[src/rtl/dcc_pkg.sv]
package dcc_pkg;
   typedef enum logic [2:0] {
      CYC_PAGE = 3'd0,
      CYC_READ = 3'd1,
      CYC_EWR  = 3'd2,
      CYC_RMW  = 3'd3,
      CYC_ROR  = 3'd4,
      CYC_CBR  = 3'd5,
      CYC_HID  = 3'd6,
      CYC_TST  = 3'd7
   } cyc_e;

   typedef enum logic [1:0] {
      PH_IDLE = 2'd0,
      PH_ACC  = 2'd1,
      PH_REF  = 2'd2
   } ph_e;
endpackage

[src/rtl/dcc_edges.sv]
module dcc_edges #(
   parameter int N = 3
) (
   input  logic         clk,
   input  logic         rst_n,
   input  logic [N-1:0] lvl,
   output logic [N-1:0] prev,
   output logic [N-1:0] fall,
   output logic [N-1:0] rise
);
   always_ff @(posedge clk or negedge rst_n) begin
      if (!rst_n) prev <= '1;
      else        prev <= lvl;
   end

   for (genvar i = 0; i < N; i++) begin : g_line
      assign fall[i] = prev[i] & ~lvl[i];
      assign rise[i] = ~prev[i] & lvl[i];
   end
endmodule

[src/rtl/dcc_seq.sv]
module dcc_seq
   import dcc_pkg::*;
#(
   parameter int COL_W = 10
) (
   input  logic             clk,
   input  logic             rst_n,
   input  logic             ras_f,
   input  logic             ras_r,
   input  logic             cas_f,
   input  logic             cas_r,
   input  logic             we_f,
   input  logic             we_r,
   input  logic             cas_prev,
   input  logic             we_n,
   input  logic [COL_W-1:0] addr,
   output logic             vld,
   output cyc_e             code,
   output logic             err,
   output logic             tmode,
   output logic [COL_W-1:0] col,
   output logic             in_col,
   output logic             rd_kind
);
   ph_e  ph_q;
   cyc_e ref_q, kind_q;
   logic seen_q, hid_q;

   assign rd_kind = (kind_q != CYC_EWR);

   always_ff @(posedge clk or negedge rst_n) begin
      if (!rst_n) begin
         ph_q   <= PH_IDLE;
         ref_q  <= CYC_CBR;
         kind_q <= CYC_READ;
         in_col <= 1'b0;
         seen_q <= 1'b0;
         hid_q  <= 1'b0;
         tmode  <= 1'b0;
         col    <= '0;
         vld    <= 1'b0;
         code   <= CYC_PAGE;
         err    <= 1'b0;
      end else begin
         vld <= 1'b0;
         err <= 1'b0;
         if (cas_r) hid_q <= 1'b0;
         unique case (ph_q)
            PH_IDLE: begin
               if (ras_f) begin
                  if (!cas_prev) begin
                     ph_q  <= PH_REF;
                     ref_q <= hid_q ? CYC_HID : (we_n ? CYC_CBR : CYC_TST);
                  end else begin
                     ph_q   <= PH_ACC;
                     seen_q <= 1'b0;
                     in_col <= 1'b0;
                  end
               end
            end
            PH_ACC: begin
               if (cas_f && !ras_r) begin
                  in_col <= 1'b1;
                  kind_q <= we_n ? CYC_READ : CYC_EWR;
                  col    <= addr;
               end
               if (in_col && we_f && kind_q == CYC_READ && !cas_r && !ras_r)
                  kind_q <= CYC_RMW;
               if (in_col && we_r && !cas_r && !ras_r)
                  err <= 1'b1;
               if (in_col && (cas_r || ras_r)) begin
                  vld    <= 1'b1;
                  code   <= seen_q ? CYC_PAGE : kind_q;
                  seen_q <= 1'b1;
                  in_col <= 1'b0;
               end
               if (ras_r) begin
                  ph_q  <= PH_IDLE;
                  hid_q <= in_col && !cas_r;
                  if (!in_col && !seen_q) begin
                     vld   <= 1'b1;
                     code  <= CYC_ROR;
                     tmode <= 1'b0;
                  end
               end
            end
            PH_REF: begin
               if (ras_r) begin
                  ph_q  <= PH_IDLE;
                  vld   <= 1'b1;
                  code  <= ref_q;
                  tmode <= (ref_q == CYC_TST);
               end
            end
            default: ph_q <= PH_IDLE;
         endcase
      end
   end
endmodule

[src/rtl/dcc_tcmp.sv]
module dcc_tcmp #(
   parameter int DQ_W = 4
) (
   input  logic [2*DQ_W-1:0] cell_bits,
   input  logic              col0,
   input  logic              tmode,
   output logic [DQ_W-1:0]   rd_data
);
   for (genvar i = 0; i < DQ_W; i++) begin : g_dq
      logic lo, hi;
      assign lo = cell_bits[i];
      assign hi = cell_bits[DQ_W+i];
      assign rd_data[i] = tmode ? ~(lo ^ hi) : (col0 ? hi : lo);
   end
endmodule

[src/rtl/dram_cyc_classifier.sv]
module dram_cyc_classifier
   import dcc_pkg::*;
#(
   parameter int COL_W = 10,
   parameter int DQ_W  = 4
) (
   input  logic              clk,
   input  logic              rst_n,
   input  logic              ras_n,
   input  logic              cas_n,
   input  logic              we_n,
   input  logic              oe_n,
   input  logic [COL_W-1:0]  addr,
   input  logic [2*DQ_W-1:0] cell_bits,
   output logic              cyc_vld,
   output logic [2:0]        cyc_code,
   output logic              proto_err,
   output logic              test_mode,
   output logic [COL_W-1:0]  col_addr,
   output logic [DQ_W-1:0]   rd_data,
   output logic              dq_oe
);
   localparam int NLINE = 3;

   if (COL_W < 1) begin : g_bad_col
      $error("COL_W must be at least 1");
   end
   if (DQ_W < 1) begin : g_bad_dq
      $error("DQ_W must be at least 1");
   end

   logic [NLINE-1:0] prev, fall, rise;
   cyc_e code;
   logic in_col, rd_kind;

   dcc_edges #(.N(NLINE)) i_edges (
      .clk  (clk),
      .rst_n(rst_n),
      .lvl  ({we_n, cas_n, ras_n}),
      .prev (prev),
      .fall (fall),
      .rise (rise)
   );

   dcc_seq #(.COL_W(COL_W)) i_seq (
      .clk     (clk),
      .rst_n   (rst_n),
      .ras_f   (fall[0]),
      .ras_r   (rise[0]),
      .cas_f   (fall[1]),
      .cas_r   (rise[1]),
      .we_f    (fall[2]),
      .we_r    (rise[2]),
      .cas_prev(prev[1]),
      .we_n    (we_n),
      .addr    (addr),
      .vld     (cyc_vld),
      .code    (code),
      .err     (proto_err),
      .tmode   (test_mode),
      .col     (col_addr),
      .in_col  (in_col),
      .rd_kind (rd_kind)
   );

   dcc_tcmp #(.DQ_W(DQ_W)) i_tcmp (
      .cell_bits(cell_bits),
      .col0     (col_addr[0]),
      .tmode    (test_mode),
      .rd_data  (rd_data)
   );

   assign cyc_code = code;
   assign dq_oe    = in_col && rd_kind && !oe_n;
endmodule

[config.mk]
export PLATFORM = sky130hd
export DESIGN_NAME = dram_cyc_classifier
export DESIGN_NICKNAME = d
export VERILOG_FILES = /design/src/rtl/dcc_pkg.sv /design/src/rtl/dcc_edges.sv /design/src/rtl/dcc_seq.sv /design/src/rtl/dcc_tcmp.sv /design/src/rtl/dram_cyc_classifier.sv
export SDC_FILE = /design/constraint.sdc
export NUM_CORES = 1
export LEC_CHECK = 0
export BUFFER_PORTS_ARGS = -buffer_cell sky130_fd_sc_hd__buf_4
export CORE_MARGIN = 4
export CORE_UTILIZATION = 45
export DETAILED_ROUTE_END_ITERATION = 6
export HOLD_SLACK_MARGIN = 0.06
export PLACE_DENSITY = 0.75
export SLEW_MARGIN = 20
export SYNTH_ARGS = -nofsm -noshare
export SYNTH_HDL_FRONTEND = slang
export SYNTH_SLANG_ARGS = --single-unit
[constraint.sdc]
create_clock -name clk -period 1.6 [get_ports clk]
set_clock_uncertainty 0.05 [all_clocks]
set_input_delay 0.16 -clock clk [delete_from_list [all_inputs] [get_ports clk]]
set_output_delay 0.16 -clock clk [all_outputs]
set_load 0.01 [all_outputs]
# ---- Word-level counts from Yosys, hierarchy flattened
# Index checks and enable logic that the tools add are counted.
dict set report classes {
  n_mux 44
  mul 0
  bitwise_logic 20
  shifts 0
  n_lt_le_gt_ge 0
  div_mod_pow 0
  n_addsub 0
  n_reduce_logical 32
  n_eq_ne 13
}
# cell count
set op_table {}
lappend op_table {{$mux 1} 25}
lappend op_table {{$mux 3} 8}
lappend op_table {{$logic_and 1x1->1} 13}
lappend op_table {{$ne 2x1->1 const B} 6}
lappend op_table {{$reduce_and 4->1} 3}
lappend op_table {{$mux 2} 5}
lappend op_table {{$not 1->1} 10}
lappend op_table {{$pmux 1 s2} 4}
lappend op_table {{$reduce_and 2->1} 4}
lappend op_table {{$and 1x1->1} 6}
lappend op_table {{$pmux 3 s2} 1}
lappend op_table {{$reduce_bool 2->1} 3}
lappend op_table {{$logic_not 1->1} 5}
lappend op_table {{$pmux 2 s2} 1}
lappend op_table {{$xor 1x1->1} 4}
lappend op_table {{$eq 3x1->1 const B} 1}
lappend op_table {{$eq 3x3->1 const B} 1}
lappend op_table {{$ne 3x1->1 const B} 1}
lappend op_table {{$ne 3x2->1 const B} 1}
lappend op_table {{$reduce_and 3->1} 1}
lappend op_table {{$eq 2x1->1 const B} 1}
lappend op_table {{$eq 2x2->1 const B} 1}
lappend op_table {{$logic_not 2->1} 1}
lappend op_table {{$ne 2x2->1 const B} 1}
lappend op_table {{2 further kinds} 2}
dict set report totals {
  memories 0
  mem_bits_rw 0
  rom_bits 0
  out_inout_bits 21
  wordCells 121
  register_bits 30
  latchBits 0
}

# ---- Depth between registers and ports, before layout
# Gate-level depths: netlist of run 1.
dict set report depth {
  depth_word 8
  depth_mapped 7
  ltp_nobuf 6
}

# ---- Hierarchy
# Synthesis of run 1 repeated with hierarchy kept, for this count alone.
dict set report unflattened {
  hier_cells 149
  area_unflattened_um2 1492.7
}
# mod seq_area_each_um2 n_inst area_each_um2 cells_per_inst
set modules_own_cells {}
lappend modules_own_cells {dcc_seq 628.1 1 1243.7 122}
lappend modules_own_cells {dcc_tcmp 0.0 1 123.9 17}
lappend modules_own_cells {dcc_edges 78.8 1 116.4 9}
lappend modules_own_cells {dram_cyc_classifier 0.0 1 8.8 1}

# ---- Worst setup path before layout of run 1
# No wires, ideal clock.
dict set report synth_path {
  path_type {reg-to-reg}
  startpoint {register i_seq.ph_q[0]}
  endpoint {register i_seq.code[0]}
  t_arrival_ns 1.399
  slack_ns 0.028
  required_ns 1.427
  path_stages_with_launch 8
  cell_sequence {dfrtp_1 > inv_1 > ha_1 > clkbuf_1 > nor2b_1 > a21oi_2 > a21oi_1 > o2bb2a_2}
}
dict set report synth_via {
  elab_chain_cells 3
  elab_cells_between_ends 6
  classes_between {eq/ne (3); mux (1); reduce/logical (2)}
}
# item line_no
set synth_lines {}
lappend synth_lines {{start: declaration} dcc_seq.sv:25} ;# ph_e ph_q;
lappend synth_lines {{start signal: assignment} dcc_seq.sv:33} ;# ph_q <= PH_IDLE;
lappend synth_lines {{start signal: assignment} dcc_seq.sv:52} ;# ph_q <= PH_REF;
lappend synth_lines {{start signal: assignment} dcc_seq.sv:55} ;# ph_q <= PH_ACC;
lappend synth_lines {{$eq 2x2->1 / $eq 2x1->1 (equally long branches)} dcc_seq.sv:48} ;# unique case (ph_q)
lappend synth_lines {{$ne 2x1->1 (no line) / $reduce_bool 2->1 (equally long branches)} --}
lappend synth_lines {{$reduce_and 2->1 (no line)} --}
lappend synth_lines {{end signal: assignment} dcc_seq.sv:73} ;# code <= seen_q ? CYC_PAGE : kind_q;
lappend synth_lines {{end signal: assignment} dcc_seq.sv:91} ;# code <= ref_q;
lappend synth_lines {{end: declaration} dcc_seq.sv:18} ;# output cyc_e code,
# Parallel ways exist; a longest one is shown, timed or not.
# A chain may end at the register's enable or synchronous reset.

# ---- Worst setup path in the final report of run 1
dict set report layout_path {
  startpoint {register i_seq.ph_q[1]}
  endpoint {register i_seq.in_col}
}
dict set report layout_via {
  elab_chain_cells 3
  elab_cells_between_ends 8
  classes_between {eq/ne (4); mux (1); reduce/logical (3)}
}
# item line_no
set layout_lines {}
lappend layout_lines {{$eq 2x1->1 / $logic_not 2->1 (equally long branches)} dcc_seq.sv:48}
lappend layout_lines {{$ne 3x1->1 (no line), or another cell as far along} --}
lappend layout_lines {{$reduce_and 4->1 (no line)} --}
lappend layout_lines {{end signal: assignment} dcc_seq.sv:57} ;# in_col <= 1'b0;
lappend layout_lines {{end signal: assignment} dcc_seq.sv:63} ;# in_col <= 1'b1;
lappend layout_lines {{end signal: assignment} dcc_seq.sv:75} ;# in_col <= 1'b0;
lappend layout_lines {{end: declaration} dcc_seq.sv:22} ;# output logic in_col,
# Parallel ways exist; a longest one is shown, timed or not.

==> results.env, run 1 <==
DRT-VIAS-PER-INSTANCE=5.163
CRIT_START='i_seq.ph_q[1]'
MIN_PERIOD_OVER_PERIOD=0.9854
FINAL_HOLD_VIOL_COUNT=0
YOSYS_WARNINGS=0
SYNTH_TOP_CELL_BY_AREA='dfrtp_1'
SYN_AREA_SQ_UM=1448
TIMING.FINAL.CRIT_PERIOD_NS=1.577
OVERALL_DIE_AREA_SQ_UM=4189
PORT-BUFFER-COUNT=44
SYN-MEAN-INSTANCE-AREA_SQ_UM=10.97
OUTCOME='complete, no violations'
VDD.IR_DROP.WORST_mV=0.9056
GPL.FINAL_WEIGHTED_CONGESTION=0.8307
YS_FF_LATCH=28
MAX_FREQ_GHz=0.6343
CLK-INSERTION-DELAY-LATE_NS=0.33
NETLIST.AREA_LEADER.SHARE=0.3976
GRT_MAX_DEGREE=29
CHIPWIDTH_MICRONS=64.72
CRITICAL_PATH_REQUIRED_NS=1.81
VIA_COUNT_OF_THE_FIRST_GLOBAL_ROUTING_PASS=1287
PLACE.DETAILED.HPWL_MICRONS=2525
REPORT.POWER.TOTAL_uW=3238
COUNT_OF_DISTINCT_CELL_TYPES_IN_THE_SYNTHESIZED_NETLIST=39
DRV.MAX_CAP_VIOLATION_COUNT=0
SETUP.REG_TO_REG.WORST_SLACK_NS=0.02
TIMING.CRITICAL_PATH.ARRIVAL_NS=1.78
HP-CLASS='input pin to async pin'
UNREPAIRED_SETUP_ENDPOINTS_AFTER_GLOBAL_ROUTING='yes'
R2R_CELLS=7
CLOCK_SINK_COUNT=28
REPORT.FINAL.SLEW_VIOL_COUNT=0
CRIT_PATH_MAX_FANOUT=7
SYN_INST=132
NUMBER_OF_ENABLE_TYPE_REGISTER_CELLS_IN_THE_SYNTHESIZED_NETLIST=0
ANTENNADIODECOUNT=0
TRITONCTS='done'
R2R_PATH_END='i_seq.in_col'
WORSTSETUPPATHTYPE='register to register'
SYNTHESIZED_NET_COUNT=159
IO-PIN-COUNT=45
FINAL.SETUP.TNS_NS=0
CTS_BUFFERS=3
POST_ROUTE_CELLS_DRIVE_ABOVE_1_SHARE=0.4541
H-TREE-DEPTH=1
SETUP-VIOLATIONS-FINAL=0
SYNTH_SEQUENTIAL_AREA_RATIO=0.4883
CLK_PATH_BUF_DEPTH=2
SYNTHTOLAYOUTAREAGROWTH_PCT=46.15
CORE_SQ_UM=3078
ROUTED_WIRE_LENGTH_PER_INSTANCE_MICRONS=15.12
GRT_OVERFLOW=0
SYNTH_FLOP_CELL='dfrtp_1'
DETAILEDROUTE.FIRSTITERATIONVIOLATIONS=40
ROW_COUNT=20
DESIGN.FINAL.NETS=224
DETAIL-ROUTE-ANTENNA-NETS=0
GRT.TOTAL_USAGE=0.1720
ANTENNA_VIOLATIONS_BEFORE_REPAIR=0
DETAIL_ROUTE.WIRELENGTH_MICRONS=3629
ROUTED-VIA-COUNT=1239
NETLIST_TOP_CELLS_AREA='dfrtp_1, dfstp_2, mux2_2'
GLOBAL_ROUTE_WIRE_LENGTH_BEFORE_REPAIR_MICRONS=5768
WORST_R2R_STARTPOINT='i_seq.ph_q[1]'
CLOCK_TREE.ROOT_CELL='clkbuf_4'
ASYNC_RESET_FF_FRAC=1.000
POST-SYNTH-TOP-COUNT-CELL='dfrtp_1'
DRC=0
DR.PASS1.ITERS=4
TIGHTEST_SLEW_NS=0.3495
CRIT_PATH_END_KIND='register'
SLEW_HEADROOM=0.7670
CHIP_HEIGHT_MICRONS=64.72
POWER_PER_CELL_AREA_nW_PER_UM2=1531
FLOORPLAN.INITIALDENSITY=0.4703
CLK_TRANSITION_REPORTED_PATHS_NS=0.15
LAYOUT.FILLER_CELLS=239
STARTPOINT_TYPE='register'
POWER.LEAKAGE_uW=0.0009882
SYNTH.TOP_CELLS.BY_COUNT='dfrtp_1, mux2_2, nor2_1'
[registers in the layout, summed over array words and instances, names as in the netlist]
register and count:
i_seq.kind_q 2, i_edges.prev 3, i_seq.seen_q 1, i_seq.code 3, i_seq.ph_q 2, i_seq.tmode 1
i_seq.col 10, i_seq.vld 1, i_seq.ref_q 2, i_seq.in_col 1, i_seq.hid_q 1, i_seq.err 1
[worst max-delay path, cell delays in order, from the launching register on]
cell and delay (ns):
dfrtp_1 0.44, inv_1 0.12, ha_4 0.21, nor2b_1 0.15, a31oi_2 0.20, buf_4 0.16, nand2_1 0.06, o211ai_1 0.11
[layout make-up]
| type | instances | area [sq um] | area share |
|---|---|---|---|
| clock inverters | 1 | 30.03 | 0.01419 |
| repair buffers | 66 | 528.0 | 0.2496 |
| multi-input cells | 89 | 737.0 | 0.3483 |
| clock buffers | 3 | 22.52 | 0.01064 |
| inverters | 9 | 33.78 | 0.01597 |
| flip-flops and latches | 28 | 709.4 | 0.3353 |
| well taps | 44 | 55.05 | 0.02602 |
[how the worst max path moves through the flow]
stage,slack (ns),end
global route,-0.05,i_seq.code[0]
finish,0.02,i_seq.in_col
CTS,0.02,rd_data[3]
floorplan,0.03,i_seq.code[0]
detailed placement,-0.03,i_seq.code[0]
global placement,0.03,i_seq.code[0]
[cells in the final DEF, fill, tap and decap left out, drive strengths merged, types with 2 or more instances in the layout]
master and count:
buf 51, dfrtp 23, dlygate4sd3 14, o21ai 11, nor2 10, mux2 10
inv 9, a21oi 9, nand2 5, nor3b 5, mux2i 5, dfstp 5
nor2b 4, clkbuf 4, a22o 3, a31oi 3, nand4b 3, ha 3
o211ai 2, nand2b 2
[through the flow]
stage	std cells	hold WS, ns	area (sq um)	setup WS, ns	util
finish	240	0.2104	2116	0.02336	0.6874
global route	240	0.2521	2116	-0.04881	0.6874
CTS	238	0.2164	2042	0.01900	0.6634
detailed placement	220	0.04523	1843	-0.03256	0.5988
global placement	220	0.04182	1843	0.03109	0.5988
floorplan	132	-0.1856	1448	0.02841	-
[report_power, final]
part | switching [uW] | internal (uW)
registers | 241 | 973
clock network | 217 | 253
logic | 710 | 845
total | 1170 | 2070
[logic make-up after synthesis]
logic type	count (synthesis)	share of synthesized area
adders and majority gates	3	0.02593
buffers and inverters	16	0.05271
muxes	15	0.1124
AOI/OAI and AO/OA	39	0.1789
DFF	28	0.4883
and+or+nand+nor	31	0.1418
[layer usage]
layer	up-vias	global-route usage	wire length, microns
met1	609	0.2094	1501
met4	0	0.007916	0
li1	601	-	-
met3	0	0.03640	137
met5	-	0	0
met2	29	0.3244	1990
[timing repair]
item / in CTS / in global routing
gates cloned: 0 / 1
hold buffers: 14 / 0
endpoints found under the hold margin: 44 / 0
pin swaps: 0 / 1
buffers inserted: 0 / 1
setup endpoints to repair: 16 / 20
resized for setup: 3 / 13
(Power assumes the default switching activity.)
==> run 2, diff against run 1 <==
Settings changed: RECOVER_POWER from default to 50.
==> run 2 against run 1 <==
Utilization fell by 0.81 points. Via count fell by 0.65%. Sequential power barely moved. Final cell count did not move. Non-clock buffer count did not move. Critical path type unchanged.
==> results.env, run 2 (synthesis results as in run 1) <==
DESIGN.FINAL.NETS=224  # unchanged
REPORT.POWER.TOTAL_uW=3207  # -0.98%
H-TREE-DEPTH=1  # unchanged
DETAIL-ROUTE-ANTENNA-NETS=0  # unchanged
TIGHTEST_SLEW_NS=0.6955  # +0.3460 ns
LARGEST-REGISTER='i_seq.col'
LAYOUTNONFILLERINSTCOUNT=240  # unchanged
POWER_PER_CELL_AREA_nW_PER_UM2=1534  # +0.21%
GLOBAL_ROUTE_WIRE_LENGTH_BEFORE_REPAIR_MICRONS=5768  # unchanged
HP-CLASS='input pin to async pin'
CHIPWIDTH_MICRONS=64.72  # unchanged
CRITICAL_PATH.SLOWEST_CELL='dfrtp_1'
MAX_FREQ_GHz=0.6371  # +0.45%
FINAL_HOLD_VIOL_COUNT=0  # unchanged
UNREPAIRED_SETUP_ENDPOINTS_AFTER_GLOBAL_ROUTING='yes'
ROW_COUNT=20  # unchanged
SETUP-VIOLATIONS-FINAL=0  # unchanged
TIMING.FINAL.CRIT_PERIOD_NS=1.570  # -0.007031 ns
GPL.FINAL_WEIGHTED_CONGESTION=0.8307  # unchanged
CLOCK_SINK_COUNT=28  # unchanged
ANTENNA_VIOLATIONS_BEFORE_REPAIR=0  # unchanged
CRIT_PATH_MAX_FANOUT=7  # unchanged
PLACEMENT.CELL_AREA_SQ_UM=1843  # unchanged
PLACE.DETAILED.HPWL_MICRONS=2525  # unchanged
CRITICAL-PATH-TOP-DELAY-FAMILY='flip-flops'
POST_ROUTE_CELLS_DRIVE_ABOVE_1_SHARE=0.4235  # -0.03061
CTS_BUFFERS=3  # unchanged
CLK-INSERTION-DELAY-LATE_NS=0.33  # about the same
DETAILEDROUTE.FIRSTITERATIONVIOLATIONS=45  # +13%
VIA_COUNT_OF_THE_FIRST_GLOBAL_ROUTING_PASS=1287  # unchanged
MOST-COMMON-LAYOUT-CELLS='buf_4, dfrtp_1, dlygate4sd3_1'
IO-PIN-COUNT=45  # unchanged
CLOCK_TREE.ROOT_CELL='clkbuf_4'
TIMING.CRITICAL_PATH.ARRIVAL_NS=1.76  # -0.02 ns
TRITONCTS='done'
MIN_PERIOD_OVER_PERIOD=0.9810  # -0.004394
PORT-BUFFER-COUNT=44  # unchanged
CLK_PATH_BUF_DEPTH=2  # unchanged
SYNTHTOLAYOUTAREAGROWTH_PCT=44.43
DETAIL_ROUTE.WIRELENGTH_MICRONS=3634  # +0.14%
FINAL_AREA_SQ_UM=2091  # -1.2%
LARGEST_REGISTER_FFS=10  # unchanged
OVERALL_DIE_AREA_SQ_UM=4189  # unchanged
CRITICAL_PATH_REQUIRED_NS=1.79  # -0.02 ns
CHIP_HEIGHT_MICRONS=64.72  # unchanged
CP_NUM_BUF_INV=1  # -1
DRT-VIAS-PER-INSTANCE=5.129  # -0.65%
DRC=0  # unchanged
DR.PASS1.ITERS=4  # unchanged
CRIT_PATH_END_KIND='register'
MOSTFREQUENTLAYOUTCELL='buf_4'
GRT_MAX_DEGREE=29  # unchanged
GRT.TOTAL_USAGE=0.1720  # unchanged
OUTCOME='complete, no violations'
VDD.IR_DROP.WORST_mV=0.9033  # -0.26%
LAYOUT_SETUP_WS_NS=0.03040  # +0.007031 ns
PLACED_CELLS_INCL_TAPS=220  # unchanged
REG_TOP3='i_seq.col (10), i_edges.prev (3), i_seq.code (3)'
ROUTED_WIRE_LENGTH_PER_INSTANCE_MICRONS=15.14  # +0.14%
FLOORPLAN.INITIALDENSITY=0.4703  # unchanged
CRITICAL_PATH_CELL_BY_CELL='inv_1, ha_4, nor2b_4, a31o_1, a21oi_1, o2bb2a_2'
CLK_TRANSITION_REPORTED_PATHS_NS=0.16  # about the same
ROUTED-VIA-COUNT=1231  # -0.65%
DRV.MAX_CAP_VIOLATION_COUNT=0  # unchanged
CORE_SQ_UM=3078  # unchanged
WORSTSETUPPATHTYPE='register to register'
STARTPOINT_TYPE='register'
SLEW_HEADROOM=0.5363  # -0.2306
FINISH.UTILIZATION=0.6793  # -0.008130
ANTENNADIODECOUNT=0  # unchanged
REPORT.FINAL.SLEW_VIOL_COUNT=0  # unchanged
POWER.LEAKAGE_uW=0.0009647  # -2.4%
GRT_OVERFLOW=0  # unchanged
CRITPATHMAXSTAGEDELAY_NS=0.45  # about the same
PLACE_WORST_SETUP_SLACK_NS=-0.03256  # unchanged
run 2: report_power, final:
group	internal [uW]	total, uW	switching, uW	leakage, uW
logic	816	1520	709	0.000597
clock network	253	471	217	0.0000279
registers	973	1210	239	0.000340
total	2040	3210	1160	0.000965
run 2: repair_timing:
action                                  CTS  global route
endpoints found under the setup margin   16            20
hold endpoints to repair                 44             0
hold buffers                             14             0
resized for setup                         3            13
gates cloned                              0             1
buffers inserted                          0             1
pin swaps                                 0             1
run 2: through the flow:
| stage | setup TNS, ns | hold WS (ns) |
|---|---|---|
| 2_1_floorplan | 0 | -0.1856 |
| 4_1_cts | 0 | 0.2164 |
| 3_3_place_gp | 0 | 0.04182 |
| 3_5_place_dp | -0.1680 | 0.04523 |
| 6_report | 0 | 0.3318 |
| 5_1_grt | -0.1601 | 0.3972 |
run 2: layer usage:
layer  up-vias  global-route usage  wire, microns
met5         -                   0              0
met4         0            0.007916              0
met3         0             0.03640            157
met2        33              0.3244           1962
met1       599              0.2094           1513
li1        599                   -              -
run 2: layout make-up:
class | instances | area, sq um
tap | 44 | 55.05
timing repair buffer | 66 | 503.0
clock buffer | 3 | 22.52
inverter | 9 | 33.78
fill | 244 | 987.2
clock inverter | 1 | 30.03
multi-input combinational | 89 | 737.0
sequential | 28 | 709.4
run 2: final timing paths:
check / slack, ns / to / start / cells past startpoint
worst max-delay path: 0.03 / i_seq.code[0] / i_seq.ph_q[1] / 6
worst min-delay path: 0.33 / i_seq.ph_q[0] / rst_n / 2
worst max register to register: 0.03 / i_seq.code[0] / i_seq.ph_q[1] / 6
worst min register to register: 0.37 / i_seq.ref_q[0] / i_seq.hid_q / 1
max in group asynchronous: 0.69 / i_seq.col[0] / rst_n / 2
min in group clk: 0.37 / i_seq.ref_q[0] / i_seq.hid_q / 1
